===== src/rtl/bap_pkg.sv =====
`timescale 1ns/1ps
package bap_pkg;

  typedef enum logic [2:0] {
    CMD_NOP = 3'd0,
    CMD_ACT = 3'd1,
    CMD_RD  = 3'd2,
    CMD_WR  = 3'd3,
    CMD_PRE = 3'd4
  } cmd_e;

  typedef enum logic [2:0] {
    ST_IDLE       = 3'd0,
    ST_ACTIVATING = 3'd1,
    ST_ACTIVE     = 3'd2,
    ST_READ_AP    = 3'd3,
    ST_WRITE_AP   = 3'd4,
    ST_WAIT_TRAS  = 3'd5,
    ST_PRECH      = 3'd6
  } bank_st_e;

  // cycles from a self-closing read command to precharge start
  function automatic int rd_close_delay(int burst_len);
    return burst_len / 2;
  endfunction

  // write latency of one cycle, burst beats on both edges, then recovery
  function automatic int wr_close_delay(int burst_len, int t_wr);
    return 1 + burst_len / 2 + t_wr;
  endfunction

  function automatic int max_of4(int a, int b, int c, int d);
    int m;
    m = a;
    if (b > m) m = b;
    if (c > m) m = c;
    if (d > m) m = d;
    return m;
  endfunction

endpackage


===== src/rtl/bap_ras_tracker.sv =====
`timescale 1ns/1ps
module bap_ras_tracker #(
  parameter int T_RAS = 7,
  parameter int CW    = 4
) (
  input  logic          clk,
  input  logic          rst,
  input  logic          act_fire,
  output logic [CW-1:0] elapsed
);
  // cycles since the accepted ACTIVATE, saturating at T_RAS
  always_ff @(posedge clk) begin
    if (rst)
      elapsed <= '0;
    else if (act_fire)
      elapsed <= CW'(1);
    else if (elapsed != '0 && elapsed < CW'(T_RAS))
      elapsed <= elapsed + CW'(1);
  end
endmodule


===== src/rtl/bap_cmd_legal.sv =====
`timescale 1ns/1ps
module bap_cmd_legal
  import bap_pkg::*;
#(
  parameter int BANK_W     = 2,
  parameter int TRACK_BANK = 0,
  parameter int RD_DLY     = 2,
  parameter int CW         = 4
) (
  input  logic [2:0]        cmd,
  input  logic [BANK_W-1:0] bank,
  input  logic              ap,
  input  logic [2:0]        state,
  input  logic [CW-1:0]     close_cnt,
  output logic              own_hit,
  output logic              own_ok,
  output logic              first_slot,
  output logic              illegal
);
  logic is_act, is_rd, is_wr, is_pre, is_col, active_cmd, own_bad, other_bad;

  assign is_act     = (cmd == CMD_ACT);
  assign is_rd      = (cmd == CMD_RD);
  assign is_wr      = (cmd == CMD_WR);
  assign is_pre     = (cmd == CMD_PRE);
  assign is_col     = is_rd | is_wr;
  assign active_cmd = is_act | is_col | is_pre;
  assign own_hit    = (bank == BANK_W'(TRACK_BANK));
  assign first_slot = (state == ST_READ_AP) && (close_cnt == CW'(RD_DLY - 1));

  always_comb begin
    own_bad = 1'b0;
    unique case (state)
      ST_IDLE:    own_bad = is_col;
      ST_ACTIVE:  own_bad = is_act;
      ST_READ_AP: own_bad = active_cmd && !(is_rd && ap);
      default:    own_bad = active_cmd;
    endcase
  end

  assign other_bad = first_slot && is_col;
  assign illegal   = own_hit ? own_bad : other_bad;
  assign own_ok    = own_hit && active_cmd && !own_bad;
endmodule


===== src/rtl/bank_ap_ctrl.sv =====
`timescale 1ns/1ps
module bank_ap_ctrl
  import bap_pkg::*;
#(
  parameter int BANK_W     = 2,
  parameter int TRACK_BANK = 0,
  parameter int T_RCD      = 3,
  parameter int T_RAS      = 7,
  parameter int T_WR       = 2,
  parameter int T_RP       = 3,
  parameter int BURST_LEN  = 4
) (
  input  logic              clk,
  input  logic              rst,
  input  logic [2:0]        cmd_i,
  input  logic [BANK_W-1:0] bank_i,
  input  logic              ap_i,
  output logic [2:0]        state_o,
  output logic              pre_start_o,
  output logic              ready_o,
  output logic              illegal_o
);
  localparam int RD_DLY  = rd_close_delay(BURST_LEN);
  localparam int WR_DLY  = wr_close_delay(BURST_LEN, T_WR);
  localparam int CNT_MAX = max_of4(T_RAS, WR_DLY, T_RP, RD_DLY);
  localparam int CW      = $clog2(CNT_MAX + 1);

  bank_st_e      state, state_n;
  logic [CW-1:0] close_cnt, close_cnt_n;
  logic [CW-1:0] ras_elapsed;
  logic          own_hit, own_ok, first_slot, illegal_c;
  logic          act_fire, rdap_fire, wrap_fire, pre_fire;
  logic          timer_last, rcd_done_next, ras_ok_next, enter_auto;

  bap_cmd_legal #(
    .BANK_W(BANK_W), .TRACK_BANK(TRACK_BANK), .RD_DLY(RD_DLY), .CW(CW)
  ) u_legal (
    .cmd(cmd_i), .bank(bank_i), .ap(ap_i), .state(state),
    .close_cnt(close_cnt), .own_hit(own_hit), .own_ok(own_ok),
    .first_slot(first_slot), .illegal(illegal_c)
  );

  bap_ras_tracker #(.T_RAS(T_RAS), .CW(CW)) u_ras (
    .clk(clk), .rst(rst), .act_fire(act_fire), .elapsed(ras_elapsed)
  );

  // named command events, only for accepted commands to this bank
  assign act_fire  = own_ok && (cmd_i == CMD_ACT) && (state == ST_IDLE);
  assign rdap_fire = own_ok && (cmd_i == CMD_RD) && ap_i;
  assign wrap_fire = own_ok && (cmd_i == CMD_WR) && ap_i;
  assign pre_fire  = own_ok && (cmd_i == CMD_PRE) && (state == ST_ACTIVE);

  assign timer_last    = (close_cnt == CW'(1));
  assign rcd_done_next = (ras_elapsed >= CW'(T_RCD - 1));
  assign ras_ok_next   = (ras_elapsed >= CW'(T_RAS - 1));

  always_comb begin
    state_n     = state;
    close_cnt_n = (close_cnt != '0) ? close_cnt - CW'(1) : close_cnt;
    unique case (state)
      ST_IDLE: begin
        if (act_fire) state_n = (T_RCD <= 1) ? ST_ACTIVE : ST_ACTIVATING;
      end
      ST_ACTIVATING: begin
        if (rcd_done_next) state_n = ST_ACTIVE;
      end
      ST_ACTIVE: begin
        if (rdap_fire) begin
          state_n     = ST_READ_AP;
          close_cnt_n = CW'(RD_DLY - 1);
        end else if (wrap_fire) begin
          state_n     = ST_WRITE_AP;
          close_cnt_n = CW'(WR_DLY - 1);
        end else if (pre_fire) begin
          state_n     = ST_PRECH;
          close_cnt_n = CW'(T_RP);
        end
      end
      ST_READ_AP, ST_WRITE_AP: begin
        if (rdap_fire) begin
          close_cnt_n = CW'(RD_DLY - 1);
        end else if (timer_last) begin
          state_n     = ras_ok_next ? ST_PRECH : ST_WAIT_TRAS;
          close_cnt_n = CW'(T_RP);
        end
      end
      ST_WAIT_TRAS: begin
        if (ras_ok_next) begin
          state_n     = ST_PRECH;
          close_cnt_n = CW'(T_RP);
        end
      end
      ST_PRECH: begin
        if (timer_last) state_n = ST_IDLE;
      end
      default: state_n = ST_IDLE;
    endcase
  end

  assign enter_auto = (state_n == ST_PRECH) &&
                      (state == ST_READ_AP || state == ST_WRITE_AP ||
                       state == ST_WAIT_TRAS);

  always_ff @(posedge clk) begin
    if (rst) begin
      state       <= ST_IDLE;
      close_cnt   <= '0;
      pre_start_o <= 1'b0;
      illegal_o   <= 1'b0;
    end else begin
      state       <= state_n;
      close_cnt   <= close_cnt_n;
      pre_start_o <= enter_auto;
      illegal_o   <= illegal_c;
    end
  end

  assign state_o = state;
  assign ready_o = (state == ST_IDLE);
endmodule


===== config.mk =====
export PLATFORM = sky130hd
export DESIGN_NAME = bank_ap_ctrl
export DESIGN_NICKNAME = d
export VERILOG_FILES = /design/src/rtl/bap_pkg.sv /design/src/rtl/bap_ras_tracker.sv /design/src/rtl/bap_cmd_legal.sv /design/src/rtl/bank_ap_ctrl.sv
export SDC_FILE = /design/constraint.sdc
export NUM_CORES = 1
export LEC_CHECK = 0
export CORE_ASPECT_RATIO = 1.5
export CORE_UTILIZATION = 49
export DETAILED_ROUTE_END_ITERATION = 6
export PLACE_DENSITY_LB_ADDON = 0.3
export REMOVE_ABC_BUFFERS = 1
export SYNTH_ARGS = -nofsm -noshare
export SYNTH_HDL_FRONTEND = slang
export SYNTH_HIERARCHICAL = 1
export SYNTH_SLANG_ARGS = --single-unit

===== constraint.sdc =====
create_clock -name clk -period 2.5 [get_ports clk]
set_clock_uncertainty 0.2 [all_clocks]
set_input_delay 0.25 -clock clk [delete_from_list [all_inputs] [get_ports clk]]
set_output_delay 0.25 -clock clk [all_outputs]
set_load 0.01 [all_outputs]

==> metrics list, run 1 <==
* Result of the run: finished, violations left
- The final reports fail on setup timing.
* Cell area after synthesis: ~0.0010 sq mm
- Peak VDD IR: between 0.3 and 0.4 mV
* Estimated wirelength of the detail-placed design: between 2 and 2.5 mm
- Power spread over the standard cell area amounts to 562.1 mW/mm^2.
- Once the floorplan was initialized, standard cells occupied about half of the core.
- Maximum count of clock buffers along a single path: 2
- Area of the multi-input gates: between 800 and 900 sq um
- After clock tree synthesis, the clock-pin slew on the worst setup and hold paths is 0.08 ns.
- Headroom to the max-slew limit came out at between 60 and 70%.
- Leak pwr: ~0.00054 uW
- In the final routed layout, each cell accounts on average for 16.48 um.
- Routability-driven placement finished with a final weighted congestion of a little over 0.8.
- Synthesis inferred 11 register bits.
* Vias per inst: ~6.4
- Summing the areas of all compound-gate instances in the mapped netlist gives 29.92% of the synthesized area.
- Sum of routed wire length over all layers: roughly 3.1 mm
- Row generation in the floorplan step produced 20 rows.
- STA classifies the critical path endpoint as a register.
- The worst register-to-register path ends at u_ras/elapsed[1].
- Net count reported at finish: 180
- Avg Inst Size Synth: approximately 7.7 sq um
- The path class of the tightest hold or removal check is register to register.
- CP Max Fanout: 5
- Number of filler instances in the final layout: 160
- Setup repair after global routing could not meet its margin everywhere.
* Start point of the worst min-delay path: u_ras/elapsed[0]
* Number of warnings issued by yosys: 6
* Die W: just under 40 um
* Number of cells on the worst reg-to-reg path: 9
- The worst register-to-register path begins at state_o[2].
* Area growth from synthesis to final layout: 33.13%
* Total of endpoints with negative setup slack in the final report: 1
* Detail Route Antenna Nets: 0
* Setup slack on the worst flop-to-flop path: -0.001 ns
- Share of layout cells above drive strength 1: 20.48%
* Pre-CTS setup slack: -0.3137 ns
- The number of different library cells used by synthesis comes to between 50 and 60.
* Via total after detailed routing: between 1,000 and 1,500
* Commonest non-fill, non-tap cells in the layout: sky130_fd_sc_hd__buf_4 (17), sky130_fd_sc_hd__a21oi_1 (13), sky130_fd_sc_hd__nor2_1 (10), sky130_fd_sc_hd__clkdlybuf4s50_1 (10), sky130_fd_sc_hd__dfxtp_1 (9)
- # H-tree levels: 1
* Total clock sinks: 11
* Worst path arrival time: about 2.5 ns
* Main combinational cell family by area after synthesis: simple AND/OR/NAND/NOR gates
- Number of buffers created by CTS: 3
* Total negative setup slack: -0.0009528 ns
- For hold timing, the worst endpoint is u_ras/elapsed[0].
- Worst-Skew Late Latency: 0.29 ns
- The via count of the first global-routing pass was 1,082.
- The setup path with the least slack is of type register to register.
* Number of detailed-routing iterations run before antenna repair: 5
- Leaving out fill and tap cells, the most frequent cell in the layout is sky130_fd_sc_hd__buf_4.
- Height of the die: around 59 um
- The final hold violation count is 0.
* Post-route DRC violation count: 0
- For this run, the total global-route usage over all layers was measured as about a quarter.
- Number of antenna violations at the first check in global routing: 0
- The synthesized netlist devotes 5.959% of its cell area to adder and majority cells.
- Of the post-synthesis cell area, the part taken by muxes is roughly 4%.
- Worst Slack Setup Final: -0.0009528 ns
* Total core area: 0.002027 sq mm
* Slew of the pin with the lowest slew margin: 0.4834 ns
* Number of top-level design ports: 14
- Counting I/O delays and the setup requirement, the final critical path takes between 2 and 3 ns.
* Library cell used as clock root buffer: sky130_fd_sc_hd__clkbuf_4
- For this run, asynchronously set or reset flops after synthesis account for 0%.
- Xor/xnor cell area share of the yosys netlist: 2.503%
* Pin count of the biggest net entering global routing: 22
- The max-slew violation count was 0.
- Antenna cells: 0
* GRT Residual Overflow: 0
* Area of the die: ~0.0023 sq mm
* Post-Synth Simple-Gate Area: around 33%
- Static timing analysis puts the maximum clock frequency at between 300 and 400 MHz.
- Along the worst hold path, the cell count comes to 1.
- Crit share post-route: 100.0%
- Port buffering added 13 buffers.
- Across the whole layout, storage elements account for 225.2 sq um.
- STA puts the critical path data required time at 2.48 ns.
* CP startpoint kind: register
- Leading register cell type out of synthesis: sky130_fd_sc_hd__dfxtp_1
- Wire length of the first global-routing pass: 4.402 mm
* Drt initial violations: 57
* Number of enable flip-flop cells after synthesis: 0
- Clock tree from TritonCTS: yes
- Synthesis produced about 140 cells.
- Portion of the post-synthesis area used by sequential elements: 20.98%
- After clock tree synthesis, the flow added hold-fix buffers numbering 0.
* Maximum capacitance violations: 0
[report_power, final]
group | leakage [uW] | internal [uW] | switching [uW]
logic | 0.000433 | 189 | 210
clock network | 0.0000150 | 62.2 | 75.3
registers | 0.0000910 | 208 | 40.9
total | 0.000539 | 459 | 326
[synth_stat cells, types with 2 or more instances]
cell	instances	area, sq um
sky130_fd_sc_hd__a21oi_1	13	65.06
sky130_fd_sc_hd__dfxtp_1	11	220.2
sky130_fd_sc_hd__nor2_1	10	37.54
sky130_fd_sc_hd__nand2b_1	8	50.05
sky130_fd_sc_hd__nand2_1	7	26.28
sky130_fd_sc_hd__o21ai_0	7	35.03
sky130_fd_sc_hd__ha_1	5	62.56
sky130_fd_sc_hd__inv_1	5	18.77
sky130_fd_sc_hd__o21ai_1	5	25.02
sky130_fd_sc_hd__buf_2	3	15.01
sky130_fd_sc_hd__mux2i_1	3	30.03
sky130_fd_sc_hd__nor2b_1	3	18.77
sky130_fd_sc_hd__nor3_1	3	15.01
sky130_fd_sc_hd__xnor2_1	3	26.28
sky130_fd_sc_hd__a22oi_1	2	15.01
sky130_fd_sc_hd__a311oi_1	2	17.52
sky130_fd_sc_hd__a31oi_1	2	12.51
sky130_fd_sc_hd__a32o_1	2	20.02
sky130_fd_sc_hd__and3_1	2	12.51
sky130_fd_sc_hd__clkbuf_1	2	7.510
sky130_fd_sc_hd__nand4bb_1	2	22.52
sky130_fd_sc_hd__nor3b_1	2	15.01
sky130_fd_sc_hd__nor4_1	2	12.51
sky130_fd_sc_hd__nor4b_1	2	17.52
sky130_fd_sc_hd__o21a_1	2	15.01
sky130_fd_sc_hd__o22ai_1	2	12.51
sky130_fd_sc_hd__or2_1	2	12.51
[final cells by class]
| cell class | count | share of cell area [%] |
|---|---|---|
| Inverter | 5 | 1.343 |
| Multi-Input combinational cell | 115 | 59.44 |
| Sequential cell | 11 | 16.11 |
| Timing Repair Buffer | 31 | 19.25 |
| Clock buffer | 4 | 1.880 |
| Tap cell | 22 | 1.970 |
[logic make-up (layout without fill, tap and decap cells)]
logic type                 count (synthesis)  after routing
AOI/OAI and AO/OA                         48             48
adders and majority gates                  5              5
and+or+nand+nor                           55             55
xor gates and xnor gates                   3              3
buffers and inverters                     10             40
muxes                                      4              4
DFF                                       11             11
[stage by stage]
stage / instance area (sq um) / util, % / std cells / total power, uW / hold slack, ns
after floorplan: 1027 / - / 131 / 527.0 / 0.1216
after global placement: 1282 / 63.27 / 179 / 620.5 / 0.3737
after detailed placement: 1282 / 63.27 / 179 / 634.7 / 0.3906
after CTS: 1336 / 65.93 / 184 / 775.0 / 0.4073
after global routing: 1398 / 68.95 / 188 / 844.7 / 0.4540
final: 1398 / 68.95 / 188 / 785.5 / 0.4105
[metal layers]
| metal | GRT usage (%) | vias up | wire [um] |
|---|---|---|---|
| li1 | - | 580 | - |
| met1 | 27.93 | 570 | 1239 |
| met2 | 47.78 | 41 | 1650 |
| met3 | 1.887 | 12 | 102 |
| met4 | 16.75 | 0 | 107 |
| met5 | 0 | - | 0 |
[worst max-delay path, cell delays in order, from the launching register on]
cell                        delay (ns)
sky130_fd_sc_hd__dfxtp_1          0.33
sky130_fd_sc_hd__nand2b_4         0.15
sky130_fd_sc_hd__nand4bb_1        0.22
sky130_fd_sc_hd__o211ai_1         0.18
sky130_fd_sc_hd__and3_4           0.25
sky130_fd_sc_hd__or3b_4           0.41
sky130_fd_sc_hd__nor4_4           0.16
sky130_fd_sc_hd__buf_4            0.17
sky130_fd_sc_hd__nor2_1           0.05
sky130_fd_sc_hd__a32o_1           0.27
[sequential cells by signal, summed over array words and instances, names as in the netlist]
signal	cells
u_ras/elapsed	3
state_o	3
close_cnt	3
pre_start_o	1
illegal_o	1
[worst max path at each step]
stage | end | depth (start not counted) | from | slack, ns
floorplan | u_ras/elapsed[1] | 8 | state_o[0] | -0.32
global placement | close_cnt[2] | 10 | cmd_i[0] | -0.30
detailed placement | close_cnt[0] | 10 | cmd_i[0] | -0.31
CTS | close_cnt[2] | 11 | cmd_i[0] | 0.03
global route | close_cnt[2] | 9 | state_o[0] | -0.08
finish | u_ras/elapsed[1] | 9 | state_o[2] | -0.001
[timing repair]
action                                  CTS  global route
cloned                                    0             0
endpoints found under the setup margin    5             9
hold endpoints to repair                  0             0
resized for setup                         6            10
pin swaps                                 2             9
setup buffers                             1             4
(Power assumes the default switching activity.)
==> inputs of run 2 (changes only) <==
- CORE_UTILIZATION: 49 -> 38
- GPL_ROUTABILITY_DRIVEN: not set -> 0
==> metrics list, run 2 (synthesized netlist as in run 1, its figures left out) <==
- The run finished with clean final reports.
- Endpoint of the most critical register-to-register path: close_cnt[2]
- Data required time at the worst endpoint: 2.48 ns (about the same)
- Total of endpoints with negative setup slack in the final report: 0 (-1)
- Most frequent standard cell in the layout excluding fill and tap cells: sky130_fd_sc_hd__buf_4
- Count of endpoints failing hold in the final timing report: 0 (unchanged)
- The maximum number of buffers from clock root to sink was 2 (unchanged).
- Total global-route track usage: 20.67% (-6.0 points)
- The number of H-tree branching levels came to 1 (unchanged).
- Compared with the post-synthesis result, the final layout area differs by 30.51%.
* Antenna cells: 0 (unchanged)
- The via count of the first global-routing pass is 1,136 (+5.0%).
- Highest cell delay on the worst timing path: 0.49 ns (+0.08 ns)
- Total clock sinks: 11 (unchanged)
- Slew of the pin with the lowest slew margin: 0.4851 ns (+0.001721 ns)
- Number of filler instances in the final layout: 284 (+78%)
- Share of layout cells above drive strength 1: 15.34% (-5.1 points)
* Capture point of the critical path: close_cnt[2]
* Series of cell instances along the critical path: or4b_1 -> o21ai_1 -> a21oi_1 -> and3_4 -> and4bb_1 -> mux2i_1 -> a21oi_1 -> o32a_1 -> nor2_1
- The area inside the core boundary came to 0.002648 sq mm (+31%).
* Peak VDD IR: 0.3332 mV (+4.6%)
- The largest net degree at the start of global routing was 23 (+4.5%).
- The count of vias placed by the detailed router is 1,139 (-5.3%).
* Clk slew on worst S/H paths: 0.06 ns (-0.02 ns)
* Hold/Removal Path Class: register to register
- The horizontal die dimension was 44.92 um (+13%).
- The startpoint identified for the worst hold timing path is u_ras/elapsed[0].
* Height of the die: 66.37 um (+13%)
* Leak pwr: 0.0005111 uW (-5.1%)
* Worst-Skew Late Latency: 0.25 ns (-0.04 ns)
- The instance count on the critical path came to 9 (unchanged).
- Number of buffers created by CTS: 3 (unchanged)
- The data arrival at the endpoint of the critical path was 2.40 ns (-0.08 ns).
- The die area came to 0.002981 sq mm (+28%).
- The number of hold buffers added after cts was 0 (unchanged).
- The tree is rooted in a sky130_fd_sc_hd__clkbuf_8.
* Element type at the critical path end: register
- Sum of routed wire length over all layers: 2.805 mm (-9.5%)
* Commonest non-fill, non-tap cells in the layout: sky130_fd_sc_hd__buf_4 (15), sky130_fd_sc_hd__a21oi_1 (13), sky130_fd_sc_hd__nor2_1 (10), sky130_fd_sc_hd__dfxtp_1 (10), sky130_fd_sc_hd__clkdlybuf4s50_1 (10)
- The count of input and output buffers came to 13 (unchanged).
* RSZ-0062 raised after global routing: no
* Setup slack on the worst flop-to-flop path: 0.08 ns (+0.08 ns)
- Tot Pwr: 829.0 uW (+5.5%)
* Net count reported at finish: 177 (-1.7%)
- CP startpoint kind: register
- The max-cap check violation count is 0 (unchanged).
- Detail Route Antenna Nets: 0 (unchanged)
* Pwr/cell area: 605.1 mW/mm^2 (+7.7%)
- Slew Limit Fails: 0 (unchanged)
- TritonCTS built the clock tree.
* Highest-delay cell along the critical path: sky130_fd_sc_hd__or4b_1
- Buffer and inverter count on the worst path: 0 (-1)
- Number of cell rows: 23 (+15%)
* Reg-to-reg critical path startpoint: state_o[0]
- The total grt overflow came to 0 (unchanged).
* Category of the critical setup timing path: register to register
- The DRC violations left was 0 (unchanged).
- The initial antenna violation count came to 0 (unchanged).
- The count of pins on the block boundary is 14 (unchanged).
- Vias per inst: 5.695 (-11%)
* Share of the core filled with cells in the final layout: 51.75% (-17 points)
* Average wire per cell in the routed design: 14.03 um (-15%)
- Crit path time final: 2.422 ns (-0.07914 ns)
* Slew headroom: 67.56% (-0.12 points)
- The number of detailed-routing iterations run before antenna repair came to 6 (+1).
- CP Max Fanout: 5 (unchanged)
- The most numerous cell type found on the critical path is sky130_fd_sc_hd__a21oi_1.
- Number of cells on the worst reg-to-reg path: 9 (unchanged)
- On the critical path the largest part of the delay comes from simple AND/OR/NAND/NOR gates.
- Wire length of the first global-routing pass: 4.588 mm (+4.2%)
- The effective utilization at floorplan came to 39.65% (-12 points).
- Estimated wirelength of the detail-placed design: 2.141 mm (+5.8%)
- First element of the critical path: state_o[0]
- Fmax: 412.9 MHz (+3.3%)
* Crit share post-route: 96.87% (-3.2 points)
- The setup fix buffers added after clock tree synthesis came to 0 (-1).
- The detailed router's first-iteration violation count came to 36 (-37%).
[run 2: cell count changes in the layout (fill, tap and decap cells not counted), moves of 2 or more]
cell	before	now
sky130_fd_sc_hd__clkbuf_4	3	0
sky130_fd_sc_hd__nand2b_4	3	1
sky130_fd_sc_hd__buf_4	17	15
sky130_fd_sc_hd__clkbuf_8	0	3
sky130_fd_sc_hd__nand2b_1	6	8
[run 2: repair_timing]
item / CTS / global route
setup endpoints to repair: 7 / 3
pin swaps: 2 / 6
resized for setup: 5 / 1
[run 2: where the power goes]
part | total (uW) | leakage, uW | switching, uW | internal, uW
Clock | 190 | 0.0000228 | 77.3 | 113
Sequential | 251 | 0.0000902 | 41.8 | 209
Combinational | 388 | 0.000398 | 201 | 187
Total | 829 | 0.000511 | 320 | 509
[run 2: area by class of cell]
class / count / area (sq um) / area share (%)
Clock buffer: 4 / 45.04 / 3.288
Multi-Input combinational cell: 115 / 799.5 / 58.36
Sequential cell: 11 / 221.5 / 16.16
Inverter: 5 / 18.77 / 1.370
Timing Repair Buffer: 28 / 239.0 / 17.44
Tap cell: 37 / 46.29 / 3.379
[run 2: worst reg2reg max path, delay by kind of cell, from the launching register on]
| family | cells | cell delay, ns |
|---|---|---|
| muxes | 1 | 0.19 |
| and+or+nand+nor | 4 | 0.98 |
| DFF | 1 | 0.34 |
| AOI/OAI and AO/OA | 4 | 0.64 |
[run 2: per-stage QoR]
stage	std cells	TNS (ns)	setup slack, ns	hold slack (ns)	area [sq um]
finish	200	0	0.07819	0.3997	1370
global route	200	0	0.0006071	0.4684	1370
CTS	200	0	0.01207	0.4081	1369
detailed placement	196	-2.574	-0.3425	0.4019	1316
global placement	196	-2.212	-0.3339	0.3698	1316
floorplan	131	-0.9604	-0.3216	0.1216	1027
[run 2: worst min-delay path by stage]
stage                  endpoint  cells after the start
5_1_grt        u_ras/elapsed[0]                      1
3_5_place_dp   u_ras/elapsed[0]                      1
6_report       u_ras/elapsed[0]                      1
3_3_place_gp   u_ras/elapsed[0]                      1
2_1_floorplan         illegal_o                      1
4_1_cts        u_ras/elapsed[0]                      1
[run 2: layer usage]
layer  global-route usage (%)  up-vias  part of all wire, %
met4                    12.88        0                  3.2
met3                    3.279        7                  2.0
met2                    37.68       17                   55
met1                    20.82      544                   40
li1                         -      571                    -
met5                        0        -                    0
==> inputs of run 3 (changes only) <==
- CORE_MARGIN: not set -> 3
==> metrics list, run 3 (synthesized netlist as in run 1, its figures left out) <==
- Result of the run: complete, no violations
* Number of instances in the placed design: 192 (-2.0%)
- The DRC violations left came to 0 (unchanged).
* Count of endpoints failing hold in the final timing report: 0 (unchanged)
- Slew headroom: 66.62% (-0.94 points)
- Share of layout cells above drive strength 1: 20.25% (+4.9 points)
- Number of antenna violations at the first check in global routing: 0 (unchanged)
* Start point of the worst min-delay path: u_ras/elapsed[0]
- The number of hold buffers added after cts came to 0 (unchanged).
* Wire length of the first global-routing pass: 4.712 mm (+2.7%)
- Among all stages on the critical path, the largest delay is contributed by sky130_fd_sc_hd__or4b_4.
- The max-slew violation count was 0 (unchanged).
- The count of input and output buffers is 13 (unchanged).
- In this run the critical register-to-register path is launched from state_o[0].
- Clk slew on worst S/H paths: 0.08 ns (+0.02 ns)
- Pin count of the biggest net entering global routing: 24 (+4.3%)
- The power dissipated by switching net loads is 309.0 uW (-3.5%).
- The library cell used most frequently in the layout, excluding fill and tap cells, is sky130_fd_sc_hd__buf_4.
- Total of endpoints with negative setup slack in the final report: 0 (unchanged)
* Worst-Skew Late Latency: 0.27 ns (+0.02 ns)
- The peak per-stage delay on the critical path came to 0.51 ns (+0.02 ns).
* Vias per inst: 5.779 (+1.5%)
- Initial Util: 41.45% (+1.8 points)
- The filler cell count in the final layout is 252 (-11%).
- The number of H-tree branching levels came to 1 (unchanged).
- The number of detailed-routing iterations run before antenna repair is 4 (-2).
- The number of rows created at floorplan is 22 (-4.3%).
* Drt initial violations: 27 (-25%)
- Net count reported at finish: 177 (unchanged)
- The number of cells on the worst hold path is 1 (unchanged).
- Detail Route Antenna Nets: 0 (unchanged)
- Average wire per cell in the routed design: 14.24 um (+1.5%)
- The die area is 0.003442 sq mm (+15%).
* Worst path arrival time: 2.46 ns (+0.06 ns)
* Hold/Removal Path Class: register to register
* Leak pwr: 0.0005332 uW (+4.3%)
- CP startpoint kind: register
- Height of the die: 70.37 um (+6.0%)
- Crit share post-route: 98.03% (+1.2 points)
- Number of buffers created by CTS: 3 (unchanged)
- The worst-margin pin slew came to 0.4991 ns (+0.01399 ns).
- Library cell used as clock root buffer: sky130_fd_sc_hd__clkbuf_4
- Endpoint of the most critical register-to-register path: close_cnt[2]
- The HPWL after detailed placement is 2.043 mm (-4.5%).
- Setup repair after global routing could not meet its margin everywhere.
- End point of the worst hold path: u_ras/elapsed[0]
* Sum of routed wire length over all layers: 2.834 mm (+1.0%)
- The upper clock frequency limit is 408.0 MHz (-1.2%).
- The worst IR drop on VDD was 0.4393 mV (+32%).
* Series of cell instances along the critical path: or4b_4 -> o21ai_2 -> a21oi_2 -> and3_4 -> buf_4 -> nor2b_1 -> nand2_1 -> a21oi_1 -> o32a_1 -> nor2_1
- Via total after detailed routing: 1,150 (+0.97%)
- Total global-route track usage: 17.02% (-3.6 points)
- Category of the critical setup timing path: register to register
- The length in cells of the worst reg-to-reg path is 10 (+1).
- Internal power: 461.3 uW (-9.3%)
* Area growth from synthesis to final layout: 32.54%
- Crit path time final: 2.451 ns (+0.02891 ns)
- CP Max Fanout: 4 (-1)
* Pwr/cell area: 553.6 mW/mm^2 (-8.5%)
* Antenna cells: 0 (unchanged)
* Tot Pwr: 770.3 uW (-7.1%)
* Fraction of power spent switching nets: 40.11% (+1.5 points)
- The maximum number of buffers from clock root to sink is 2 (unchanged).
- Setup slack on the worst flop-to-flop path: 0.05 ns (-0.03 ns)
* Pre-CTS setup slack: -0.3220 ns (+0.02054 ns)
* Element type at the critical path end: register
- GRT Residual Overflow: 0 (unchanged)
- Comb pwr share: 51.1% (+4.3 points)
- Clock network fraction of design power: 16.4% (-6.5 points)
* Number of top-level design ports: 14 (unchanged)
- The worst path setup slack after routing is 0.04928 ns (-0.02891 ns).
- The post-route non-filler standard cell count is 199 (-0.50%).
* Die W: 48.92 um (+8.9%)
* Worst hold slack: 0.4033 ns (+0.003588 ns)
- Register share of total power: 32.5% (+2.2 points)
- Commonest non-fill, non-tap cells in the layout: sky130_fd_sc_hd__buf_4 (14), sky130_fd_sc_hd__a21oi_1 (12), sky130_fd_sc_hd__clkdlybuf4s50_1 (10)
* Total clock sinks: 11 (unchanged)
- Total core area: 0.002532 sq mm (-4.3%)
- Maximum capacitance violations: 0 (unchanged)
* Number of global-route vias before repair: 1,120 (-1.4%)
- TritonCTS built the clock tree.
- Data required time at the worst endpoint: 2.51 ns (+0.03 ns)
==> run 3: how the worst max path moves through the flow <==
stage	startpoint	endpoint	slack [ns]
2_1_floorplan	state_o[0]	u_ras/elapsed[1]	-0.32
3_5_place_dp	cmd_i[2]	u_ras/elapsed[1]	-0.32
5_1_grt	state_o[2]	u_ras/elapsed[2]	-0.06
6_report	state_o[0]	close_cnt[2]	0.05
3_3_place_gp	cmd_i[0]	close_cnt[2]	-0.33
4_1_cts	cmd_i[2]	close_cnt[2]	0.0004
==> run 3: metal layers <==
layer / vias up / global-route usage, % / wire length [um]
met5: - / 0 / 0
met4: 0 / 11.08 / 91
met3: 10 / 2.345 / 107
met2: 40 / 29.80 / 1499
met1: 533 / 18.73 / 1136
li1: 567 / - / -
==> run 3: per-stage QoR <==
step / setup TNS [ns] / cell area (sq um) / utilization, %
after global routing: -0.2045 / 1391 / 54.94
final: 0 / 1391 / 54.94
after global placement: -2.013 / 1292 / 51.04
after floorplan: -0.9604 / 1027 / -
after CTS: 0 / 1340 / 52.92
after detailed placement: -2.267 / 1292 / 51.04
==> run 3: layout make-up <==
cell class	instances	area (sq um)	share of cell area, %
inverter	5	18.77	1.349
multi-input combinational	115	822.0	59.08
timing repair buffer	28	254.0	18.26
tap	36	45.04	3.237
sequential	11	225.2	16.19
clock buffer	4	26.28	1.888
==> run 3: worst max-delay path, delay by kind of cell (launching register included) <==
family	cells	cell delay (ns)
AO/OA/AOI/OAI	4	0.64
buffers and inverters	1	0.13
flip-flops	1	0.36
AND/OR/NAND/NOR	5	1.05
==> run 3: timing repair <==
item	in CTS	in global routing
pin swaps	2	7
endpoints found under the hold margin	0	0
setup buffers	2	1
gates resized for setup	1	16
setup endpoints to repair	4	10
==> run 3: power by group through the flow <==
stage	clock [uW]	sequential, uW	combinational (uW)
after detailed placement	0	258	379
final	126	251	393
after global placement	0	251	365
after global routing	139	258	443
after floorplan	0	244	283
after CTS	130	253	383
